File: src/rtl/sdb_pkg.sv
package sdb_pkg;

  typedef enum logic [1:0] {
    CMD_NOP = 2'b00,
    CMD_ACT = 2'b01,
    CMD_RD  = 2'b10,
    CMD_WR  = 2'b11
  } sdb_cmd_e;

  // index of the final beat in a burst: code 0..3 -> 0,1,3,7
  function automatic logic [2:0] last_beat_idx(input logic [1:0] code);
    logic [3:0] words;
    words = 4'd1 << code;
    return 3'(words - 4'd1);
  endfunction

  // next column inside the aligned block of 2^code columns
  function automatic logic [15:0] wrap_col(input logic [15:0] c, input logic [1:0] code);
    logic [15:0] m;
    m = (16'd1 << code) - 16'd1;
    return (c & ~m) | ((c + 16'd1) & m);
  endfunction

  // pipeline tap for a latency setting; latency 2 uses stage 0
  function automatic int lat_tap(input logic [1:0] cl, input int max_cl);
    int t;
    if (cl == 2'd3) t = 1;
    else            t = 0;
    if (t > max_cl - 2) t = max_cl - 2;
    return t;
  endfunction

endpackage

File: src/rtl/sdb_bank_table.sv
module sdb_bank_table #(
  parameter int BANKS = 4,
  localparam int BA_W = $clog2(BANKS)
) (
  input  logic             clk,
  input  logic             rst_n,
  input  logic             act_en,
  input  logic [BA_W-1:0]  act_bank,
  output logic [BANKS-1:0] open_vec
);

  for (genvar b = 0; b < BANKS; b++) begin : g_bank
    always_ff @(posedge clk) begin
      if (!rst_n)
        open_vec[b] <= 1'b0;
      else if (act_en && (act_bank == BA_W'(b)))
        open_vec[b] <= 1'b1;
    end
  end

endmodule

File: src/rtl/sdb_burst_gen.sv
module sdb_burst_gen
  import sdb_pkg::*;
#(
  parameter int COL_W = 8,
  parameter int BA_W  = 2,
  parameter int DQ_W  = 16
) (
  input  logic             clk,
  input  logic             rst_n,
  input  logic             load,
  input  logic             load_wr,
  input  logic [BA_W-1:0]  load_bank,
  input  logic [COL_W-1:0] load_col,
  input  logic [1:0]       burst_code,
  input  logic [DQ_W-1:0]  dq_in,
  input  logic             dqm,
  output logic             beat_vld,
  output logic             beat_wr,
  output logic [BA_W-1:0]  beat_bank,
  output logic [COL_W-1:0] beat_col,
  output logic [DQ_W-1:0]  wdata_q,
  output logic             wmask_q
);

  logic [2:0]       left_q;
  logic [1:0]       code_q;
  logic [COL_W-1:0] col_next;

  assign col_next = COL_W'(wrap_col(16'(beat_col), code_q));

  always_ff @(posedge clk) begin
    if (!rst_n) begin
      beat_vld  <= 1'b0;
      beat_wr   <= 1'b0;
      beat_bank <= '0;
      beat_col  <= '0;
      left_q    <= '0;
      code_q    <= '0;
    end else if (load) begin
      beat_vld  <= 1'b1;
      beat_wr   <= load_wr;
      beat_bank <= load_bank;
      beat_col  <= load_col;
      left_q    <= last_beat_idx(burst_code);
      code_q    <= burst_code;
    end else if (beat_vld) begin
      if (left_q == 3'd0) begin
        beat_vld <= 1'b0;
      end else begin
        beat_col <= col_next;
        left_q   <= left_q - 3'd1;
      end
    end
  end

  // write data and mask travel with the beat they were sampled for
  always_ff @(posedge clk) begin
    if (!rst_n) begin
      wdata_q <= '0;
      wmask_q <= 1'b0;
    end else begin
      wdata_q <= dq_in;
      wmask_q <= dqm;
    end
  end

endmodule

File: src/rtl/sdb_read_pipe.sv
module sdb_read_pipe
  import sdb_pkg::*;
#(
  parameter int DQ_W   = 16,
  parameter int MAX_CL = 3,
  localparam int DEPTH = MAX_CL - 1
) (
  input  logic            clk,
  input  logic            rst_n,
  input  logic            cap_vld,
  input  logic [DQ_W-1:0] cap_data,
  input  logic            flush,
  input  logic            dqm,
  input  logic [1:0]      cas_lat,
  output logic [DQ_W-1:0] dq_out,
  output logic            dq_oe
);

  logic [DEPTH-1:0] stg_vld;
  logic [DQ_W-1:0]  stg_dat [DEPTH];
  logic             dqm_d1, dqm_d2;
  logic             sel_vld;
  logic [DQ_W-1:0]  sel_dat;
  int               tap;

  for (genvar k = 0; k < DEPTH; k++) begin : g_stage
    always_ff @(posedge clk) begin
      if (!rst_n) begin
        stg_vld[k] <= 1'b0;
        stg_dat[k] <= '0;
      end else begin
        if (k == 0) begin
          stg_vld[k] <= cap_vld && !flush;
          stg_dat[k] <= cap_data;
        end else begin
          stg_vld[k] <= stg_vld[(k > 0) ? k - 1 : 0] && !flush;
          stg_dat[k] <= stg_dat[(k > 0) ? k - 1 : 0];
        end
      end
    end
  end

  always_ff @(posedge clk) begin
    if (!rst_n) begin
      dqm_d1 <= 1'b0;
      dqm_d2 <= 1'b0;
    end else begin
      dqm_d1 <= dqm;
      dqm_d2 <= dqm_d1;
    end
  end

  assign tap = lat_tap(cas_lat, MAX_CL);

  always_comb begin
    sel_vld = 1'b0;
    sel_dat = '0;
    for (int k = 0; k < DEPTH; k++) begin
      if (k == tap) begin
        sel_vld = stg_vld[k];
        sel_dat = stg_dat[k];
      end
    end
  end

  assign dq_oe  = sel_vld && !dqm_d2;
  assign dq_out = dq_oe ? sel_dat : '0;

endmodule

File: src/rtl/sdram_burst_seq.sv
module sdram_burst_seq
  import sdb_pkg::*;
#(
  parameter int COL_W  = 8,
  parameter int DQ_W   = 16,
  parameter int BANKS  = 4,
  parameter int MAX_CL = 3,
  localparam int BA_W  = $clog2(BANKS)
) (
  input  logic             clk,
  input  logic             rst_n,
  input  logic [1:0]       cmd,
  input  logic [BA_W-1:0]  bank,
  input  logic [COL_W-1:0] col,
  input  logic             dqm,
  input  logic [DQ_W-1:0]  dq_in,
  input  logic [1:0]       cas_lat,
  input  logic [1:0]       burst_code,
  input  logic [DQ_W-1:0]  arr_rdata,
  output logic [BA_W-1:0]  arr_bank,
  output logic [COL_W-1:0] arr_col,
  output logic             arr_re,
  output logic             arr_we,
  output logic [DQ_W-1:0]  arr_wdata,
  output logic [DQ_W-1:0]  dq_out,
  output logic             dq_oe,
  output logic             cmd_err
);

  // named internal events, used by the checker
  logic [BANKS-1:0] bank_open;
  logic             is_rw;
  logic             accept;
  logic             wr_accept;
  logic             bad_cmd;
  logic             beat_vld, beat_wr, wmask_q;

  assign is_rw     = (cmd == CMD_RD) || (cmd == CMD_WR);
  assign accept    = is_rw && bank_open[bank];
  assign bad_cmd   = is_rw && !bank_open[bank];
  assign wr_accept = accept && (cmd == CMD_WR);

  sdb_bank_table #(.BANKS(BANKS)) u_banks (
    .clk      (clk),
    .rst_n    (rst_n),
    .act_en   (cmd == CMD_ACT),
    .act_bank (bank),
    .open_vec (bank_open)
  );

  sdb_burst_gen #(.COL_W(COL_W), .BA_W(BA_W), .DQ_W(DQ_W)) u_burst (
    .clk        (clk),
    .rst_n      (rst_n),
    .load       (accept),
    .load_wr    (cmd == CMD_WR),
    .load_bank  (bank),
    .load_col   (col),
    .burst_code (burst_code),
    .dq_in      (dq_in),
    .dqm        (dqm),
    .beat_vld   (beat_vld),
    .beat_wr    (beat_wr),
    .beat_bank  (arr_bank),
    .beat_col   (arr_col),
    .wdata_q    (arr_wdata),
    .wmask_q    (wmask_q)
  );

  assign arr_re = beat_vld && !beat_wr;
  assign arr_we = beat_vld && beat_wr && !wmask_q;

  sdb_read_pipe #(.DQ_W(DQ_W), .MAX_CL(MAX_CL)) u_rpipe (
    .clk      (clk),
    .rst_n    (rst_n),
    .cap_vld  (arr_re),
    .cap_data (arr_rdata),
    .flush    (wr_accept),
    .dqm      (dqm),
    .cas_lat  (cas_lat),
    .dq_out   (dq_out),
    .dq_oe    (dq_oe)
  );

  always_ff @(posedge clk) begin
    if (!rst_n) cmd_err <= 1'b0;
    else        cmd_err <= bad_cmd;
  end

endmodule

File: config.mk
export PLATFORM = sky130hd
export DESIGN_NAME = sdram_burst_seq
export DESIGN_NICKNAME = d
export VERILOG_FILES = /design/src/rtl/sdb_pkg.sv /design/src/rtl/sdb_bank_table.sv /design/src/rtl/sdb_burst_gen.sv /design/src/rtl/sdb_read_pipe.sv /design/src/rtl/sdram_burst_seq.sv
export SDC_FILE = /design/constraint.sdc
export NUM_CORES = 1
export LEC_CHECK = 0
export BUFFER_PORTS_ARGS = -buffer_cell sky130_fd_sc_hd__buf_2
export CAP_MARGIN = 15
export CELL_PAD_IN_SITES_DETAIL_PLACEMENT = 0
export CELL_PAD_IN_SITES_GLOBAL_PLACEMENT = 1
export CORE_MARGIN = 3
export CORE_UTILIZATION = 35
export CTS_CLUSTER_DIAMETER = 80
export DETAILED_ROUTE_END_ITERATION = 7
export GPL_TIMING_DRIVEN = 0
export HOLD_SLACK_MARGIN = 0.06
export PLACE_DENSITY_LB_ADDON = 0.1
export RECOVER_POWER = 100
export SYNTH_ARGS = -nofsm -noshare
export SYNTH_HDL_FRONTEND = slang
export SYNTH_SLANG_ARGS = --single-unit
File: constraint.sdc
create_clock -name clk -period 2.32 [get_ports clk]
set_input_delay 0.232 -clock clk [delete_from_list [all_inputs] [get_ports clk]]
set_output_delay 0.232 -clock clk [all_outputs]
set_load 0.02 [all_outputs]
## Word-level counts from Yosys, hierarchy flattened

Memory sizes are Yosys's and may differ from the RTL's.
Index checks and enable logic that the tools add are counted.
Widths: inputs -> output; s select.

| cells by class | value |
|---|---|
| $add $sub $neg | 4 |
| magnitude comparators | 2 |
| equality and inequality tests | 9 |
| shifts and indexed selects | 2 |
| mux-type cells | 22 |
| bitwise operators | 6 |
| reductions and logical operators | 24 |

Operator list:

| cell | number |
|---|---|
| $mux 16 | 5 |
| $logic_not 32->1 | 1 |
| $mux 8 | 3 |
| $and 8x8->8 | 2 |
| $logic_and 1x1->1 | 13 |
| $eq 2x2->1 const B | 5 |
| $mux 1 | 10 |
| $mux 3 | 3 |
| $add 8x1->8 const B | 1 |
| $not 8->8 | 1 |
| $or 8x8->8 | 1 |
| $shl 1x2->8 const A | 1 |
| $sub 8x1->8 const B | 1 |
| $sub 3x1->3 const B | 2 |
| $logic_not 1->1 | 5 |
| $eq 2x1->1 const B | 2 |
| $logic_not 3->1 | 1 |
| $lt 2x3->1 const B | 1 |
| $shl 1x2->3 const A | 1 |
| $bmux 1 s2 | 1 |
| $logic_not 2->1 | 1 |
| $ne 2x2->1 const B | 1 |
| $or 1x1->1 | 2 |
| $reduce_and 2->1 | 1 |
| other kinds (4) | 4 |

| storage, ports and cells | value |
|---|---|
| register bits | 42 |
| memory bits (writable) | 32 |
| word-level logic and storage cells | 86 |
| memories | 1 |

Memories:

| memory | words | width | read ports | clocked after Yosys merged registers in | write ports | RTL line | source |
|---|---|---|---|---|---|---|---|
| u_rpipe.stg_dat | 2 | 16 | 2 | 0 | 2 | sdb_read_pipe.sv:20 | `logic [DQ_W-1:0] stg_dat [DEPTH];` |

## Longest topological paths before layout

| depth | value |
|---|---|
| depth in word-level cells | 9 |
| mapped depth | 9 |
| mapped depth without buffers | 8 |

## Modules after synthesis

A second synthesis with hierarchy kept.

| unflattened totals | value |
|---|---|
| cells, all modules | 284 |
| area, all modules | 2922.8 um^2 |

By module, submodules not included:

| module | times used | cells each | area each (um^2) |
|---|---|---|---|
| sdb_read_pipe | 1 | 137 | 1435.1 |
| sdb_burst_gen | 1 | 120 | 1263.7 |
| sdb_bank_table | 1 | 16 | 135.1 |
| sdram_burst_seq | 1 | 11 | 88.8 |

## Worst setup path after synthesis

Ideal clock, no wire load.

| timing path | value |
|---|---|
| kind | register -> register |
| start point | reg u_banks.open_vec[0] |
| end point | reg u_burst.left_q[2] |
| arrival time | 1.652 ns |
| data required time | 2.198 ns |
| setup slack | 0.546 ns |
| cell stages (with the launch flop) | 10 |
| path buffers | 2 |
| clock period less this slack | 1.774 ns |
| cells stage by stage | dfxtp_1 mux2_4 a2bb2oi_2 buf_6 buf_2 a21oi_1 ha_1 nor3b_1 a21oi_1 a21oi_1 |

| on the way | value |
|---|---|
| longest elaborated chain between the ends | 5 |
| elaborated cells on any way between the ends | 7 |
| those cells by class | eq/ne: 1; mux: 3; reduce/logical: 3 |

Ends and longest elaborated chain:

| item | RTL line | source |
|---|---|---|
| from (decl) | sdb_bank_table.sv:9 | `output logic [BANKS-1:0] open_vec` |
| from (signal, indexed assignment) | sdb_bank_table.sv:15 | `open_vec[b] <= 1'b0;` |
| from (signal, indexed assignment) | sdb_bank_table.sv:17 | `open_vec[b] <= 1'b1;` |
| $bmux 1 s2 (*) | sdram_burst_seq.sv:39 | `assign accept = is_rw && bank_open[bank];` |
| $mux 1 (implied by the code) (*) | sdram_burst_seq.sv:39 |  |
| $logic_and 1x1->1 (*) | sdram_burst_seq.sv:39 |  |
| $ne 2x2->1 (no line) / $reduce_bool 2->1 (equally long branches) | -- |  |
| $reduce_and 2->1 (no line) | -- |  |
| to (signal assigned) | sdb_burst_gen.sv:44 | `left_q <= last_beat_idx(burst_code);` |
| to (signal assigned) | sdb_burst_gen.sv:51 | `left_q <= left_q - 3'd1;` |
| to (decl) | sdb_burst_gen.sv:25 | `logic [2:0] left_q;` |

Mark *: on every way between the ends. The rest lies on a longest branch, timed or not. The select of a mux whose other input is x is not followed.
A chain may end at the register's enable or synchronous reset.

## Worst setup path in the final report

| timing path | value |
|---|---|
| start point | in cas_lat[1] |
| end point | out dq_out[12] |

| on the way | value |
|---|---|
| longest elaborated chain between the ends | 9 |
| elaborated cells on any way between the ends | 12 |
| those cells by class | order compare: 1; eq/ne: 2; mux: 7; reduce/logical: 2 |

Ends and longest elaborated chain:

| item | RTL line | source |
|---|---|---|
| from (decl) | sdram_burst_seq.sv:17 | `input logic [1:0] cas_lat,` |
| $eq 2x2->1 (*) | sdb_pkg.sv:27 | `if (cl == 2'd3) t = 1;` |
| $mux 1 (*) | sdb_pkg.sv:27 |  |
| $gt 1x1->1 | sdb_pkg.sv:29 | `if (t > max_cl - 2) t = max_cl - 2;` |
| $mux 1 (*) | sdb_pkg.sv:29 |  |
| $logic_not 32->1 | sdb_read_pipe.sv:59 | `if (k == tap) begin` |
| $mux 1 (2 in series) | sdb_read_pipe.sv:59 |  |
| $logic_and 1x1->1 | sdb_read_pipe.sv:66 | `assign dq_oe = sel_vld && !dqm_d2;` |
| $mux 16 (*) | sdb_read_pipe.sv:67 | `assign dq_out = dq_oe ? sel_dat : '0;` |
| to (decl) | sdram_burst_seq.sv:25 | `output logic [DQ_W-1:0] dq_out,` |

Mark *: on every way between the ends. The rest lies on a longest branch, timed or not.

==> impl_results.rst <==
.. list-table::
   :header-rows: 1

   * - Metric
     - Value
   * - Result of the run
     - finished clean
   * - Post-CTS Repair Setup Buffers
     - 0
   * - Post-synth design cell area
     - 0.00274 sq mm
   * - Critical-path cell list
     - buf_2, and2_1, clkbuf_1, nand2_1, a21o_1, buf_2, clkbuf_1, a21oi_1, clkbuf_2
   * - Die width
     - 94.4 um
   * - EDFF count, synth
     - 0
   * - Element type at the critical path end
     - output pin
   * - Setup repair after global routing missed its margin
     - false
   * - Most common library cells after synthesis
     - sky130_fd_sc_hd__dfxtp_1 (74), sky130_fd_sc_hd__and2_1 (51), sky130_fd_sc_hd__nand2_1 (44), sky130_fd_sc_hd__a21oi_1 (29), sky130_fd_sc_hd__nor2_1 (13)
   * - Clock-pin slew reported for the worst setup and hold paths after clock tree synthesis
     - 0.08 ns
   * - Initial cell density of the core
     - 37.0%
   * - Portion of the post-synthesis area used by sequential elements
     - 54.1%
   * - Count of pins on the block boundary
     - 97
   * - Worst supply voltage drop on vdd
     - 0.382 mV
   * - Setup Skew
     - 0.00813 ns
   * - Top sig layer
     - met4
   * - Final Critical Period
     - 2.05 ns
   * - Max stage delay on crit path
     - 0.30 ns
   * - Weighted congestion at the end of routability-driven global placement
     - 0.713
   * - Cell with the most instances after synthesis
     - sky130_fd_sc_hd__dfxtp_1
   * - Number of iterations in the first detailed-routing pass
     - 4
   * - Library cell with the largest summed area after synthesis
     - sky130_fd_sc_hd__dfxtp_1
   * - Clock H-tree levels
     - 3
   * - Fin area
     - 0.00347 sq mm
   * - Count of cells resized by post-cts repair
     - 0
   * - Crit Path Max Fanout
     - 10
   * - Share of cells above drive strength 1
     - 19.5%
   * - Max-slew violation total from the final report
     - 0
   * - Tcrit/Tclk final
     - 88.4%
   * - Synthesized instance count
     - 294
   * - Number of global-route vias before repair
     - 2119
   * - Area Overhead vs Synth
     - 26.9%
   * - Met1 wire length
     - 3010 um
   * - Final TNS setup
     - 0 ns
   * - Global-route wire length before repair
     - 9740 um
   * - Path type of the worst setup path
     - in2out
   * - Leakage dissipation
     - 1.43 nW
   * - Maximum number of pins on one net before global-route repair
     - 14
   * - Syn_nets
     - 349
   * - Via density per instance
     - 4.49
   * - Number of hold buffers added after cts
     - 0
   * - Maximum clock path buffer count
     - 2
   * - Row count
     - 31
   * - Net count reported at finish
     - 456
   * - Routed Wire Length
     - 6130 um
   * - Top cell type's share of synthesized area
     - 54.1%
   * - Fmax
     - 487 MHz
   * - Antenna Diode Count
     - 0
   * - TritonCTS clock tree
     - done
   * - Met2 Routed Length
     - 2490 um
   * - Critical Path Slowest Stage Cell
     - sky130_fd_sc_hd__clkbuf_1
   * - Most used flip-flop cell after synthesis
     - sky130_fd_sc_hd__dfxtp_1
   * - Number of endpoints failing setup at the final stage
     - 0
   * - Detail Route Antenna Nets
     - 0
   * - Number of buffers created by CTS
     - 9
   * - Post-placement cell count
     - 489
   * - Relative slew slack
     - 45.0%
   * - Fraction of registers with async set/reset
     - 0%
   * - Pin slew with the least headroom to its limit
     - 0.815 ns
   * - Final core utilization
     - 46.9%
   * - Wirelength per Cell
     - 12.1 um
   * - Antenna violations before repair
     - 0
   * - Number of max-cap violations
     - 0
   * - Die Height
     - 94.4 um
   * - Non-Filler Instances
     - 505
   * - Count of unique library cells instantiated by Yosys
     - 34
   * - Worst endpoint required time
     - 2.09 ns
   * - Buffers added on ports
     - 96
   * - Remaining Overflow, GRT
     - 0
   * - CTS root buf
     - sky130_fd_sc_hd__clkbuf_8
   * - Insertion delay of the later-clocked pin in the worst-skew pair
     - 0.34 ns
   * - GRT Resource Usage Total
     - 14.2%
   * - DRC violation count after routing
     - 0
   * - Drt first-iter violations
     - 60
   * - Wire length on met3
     - 514 um
   * - Total half-perimeter wirelength after legalization and detailed placement
     - 4450 um
   * - Total cell area at the placement stage
     - 0.00334 sq mm
   * - Type of the most critical hold path
     - in2reg
   * - Number of clock sinks
     - 74
   * - Final count of hold timing violations
     - 0
   * - Largest cells by area after synthesis
     - sky130_fd_sc_hd__dfxtp_1 (54%), sky130_fd_sc_hd__and2_1 (12%), sky130_fd_sc_hd__nand2_1 (6.0%), sky130_fd_sc_hd__a21oi_1 (5.3%), sky130_fd_sc_hd__mux2i_1 (2.2%)
   * - Nature of the critical path startpoint
     - input port
   * - Vias post-DR
     - 2268
   * - Post-synthesis register bit count
     - 74
   * - Floorplan Core Area
     - 0.00741 sq mm
   * - Area of the die
     - 0.00892 sq mm
   * - Arrival time of data at the critical path endpoint
     - 1.82 ns
   * - Yosys warning count
     - 0
   * - Power density over cell area
     - 726 mW/mm^2
   * - Mean post-synth cell area
     - 9.31 sq um
==> power by group <==
part	leakage [nW]	switching [mW]	total (mW)	internal, mW
Combinational	0.723	0.113	0.199	0.0856
Sequential	0.609	0.0230	1.35	1.32
Clock	0.0971	0.478	0.979	0.501
Total	1.43	0.614	2.52	1.91
==> cells by family (layout without fill, tap and decap cells) <==
| logic type | count (synthesis) | after routing | share of synthesized area [%] |
|---|---|---|---|
| flops | 74 | 74 | 54.1 |
| xor+xnor | 7 | 7 | 2.24 |
| buf+inv | 21 | 133 | 3.38 |
| compound gates | 51 | 51 | 11.3 |
| simple gates | 130 | 130 | 24.4 |
| mux | 7 | 7 | 2.74 |
| fa+ha+maj | 4 | 4 | 1.83 |
==> critical path: cells and delay by family <==
| family | cells | cell delay, ns |
|---|---|---|
| compound gates | 2 | 0.39 |
| buf+inv | 5 | 0.98 |
| simple gates | 2 | 0.20 |
==> final timing paths <==
path                                              from  slack [ns]                     end  cells after the start
worst max-delay path                        cas_lat[1]        0.27              dq_out[12]                      9
worst max register to register     u_banks.open_vec[3]        0.32       u_burst.left_q[2]                      8
worst min register to register  u_rpipe.stg_dat[0][10]        0.46  u_rpipe.stg_dat[1][10]                      1
worst min-delay path                         dq_in[10]        0.09     u_burst.wdata_q[10]                      2
==> layer usage <==
metal  vias up  track usage [%]
met3        10             5.42
li1       1176                -
met5         -                0
met1      1008             18.4
met4         0             7.22
met2        74             20.3
==> state kept, by name, indices dropped and copies added, names as in the netlist, 2 cells and up, named ones only <==
signal,count
u_burst.wdata_q,16
u_banks.open_vec,4
u_burst.code_q,2
u_burst.beat_bank,2
u_rpipe.stg_vld,2
u_burst.left_q,3
u_rpipe.stg_dat,32
==> cells in the final DEF, fill, tap and decap left out, types with 4 or more instances in the layout <==
master                     synthesis  routed
sky130_fd_sc_hd__nor3_1            4       4
sky130_fd_sc_hd__clkbuf_1          9      53
sky130_fd_sc_hd__nand2_1          44      44
sky130_fd_sc_hd__o21ai_0          10      10
sky130_fd_sc_hd__and2_0            0      21
sky130_fd_sc_hd__nor2_1           13      13
sky130_fd_sc_hd__inv_1             6       6
sky130_fd_sc_hd__and2_1           51      30
sky130_fd_sc_hd__dfxtp_1          74      74
sky130_fd_sc_hd__xnor2_1           6       6
sky130_fd_sc_hd__ha_1              4       4
sky130_fd_sc_hd__clkbuf_8          0       9
sky130_fd_sc_hd__a31oi_1           5       5
sky130_fd_sc_hd__buf_2             5      55
sky130_fd_sc_hd__a21oi_1          29      29
sky130_fd_sc_hd__mux2i_1           6       6
==> area by class of cell <==
type                       instances  area (sq um)
buffer                            15          66.3
clock buffer                      10           128
clock inverter                     6          65.1
fill                             773          3930
inverter                           6          22.5
multi-input combinational        199          1160
sequential                        74          1480
tap                               99           124
timing repair buffer              96           430
==> metrics by stage <==
| step | setup WS, ns | hold slack [ns] | power, mW |
|---|---|---|---|
| floorplan | 0.546 | 0.359 | 1.49 |
| global placement | 0.167 | 0.435 | 1.58 |
| detailed placement | 0.177 | 0.439 | 1.58 |
| CTS | 0.331 | 0.0753 | 2.57 |
| global route | 0.0682 | 0.0808 | 2.64 |
| finish | 0.268 | 0.0931 | 2.52 |
Note: power is estimated with default switching activity, not from simulation.
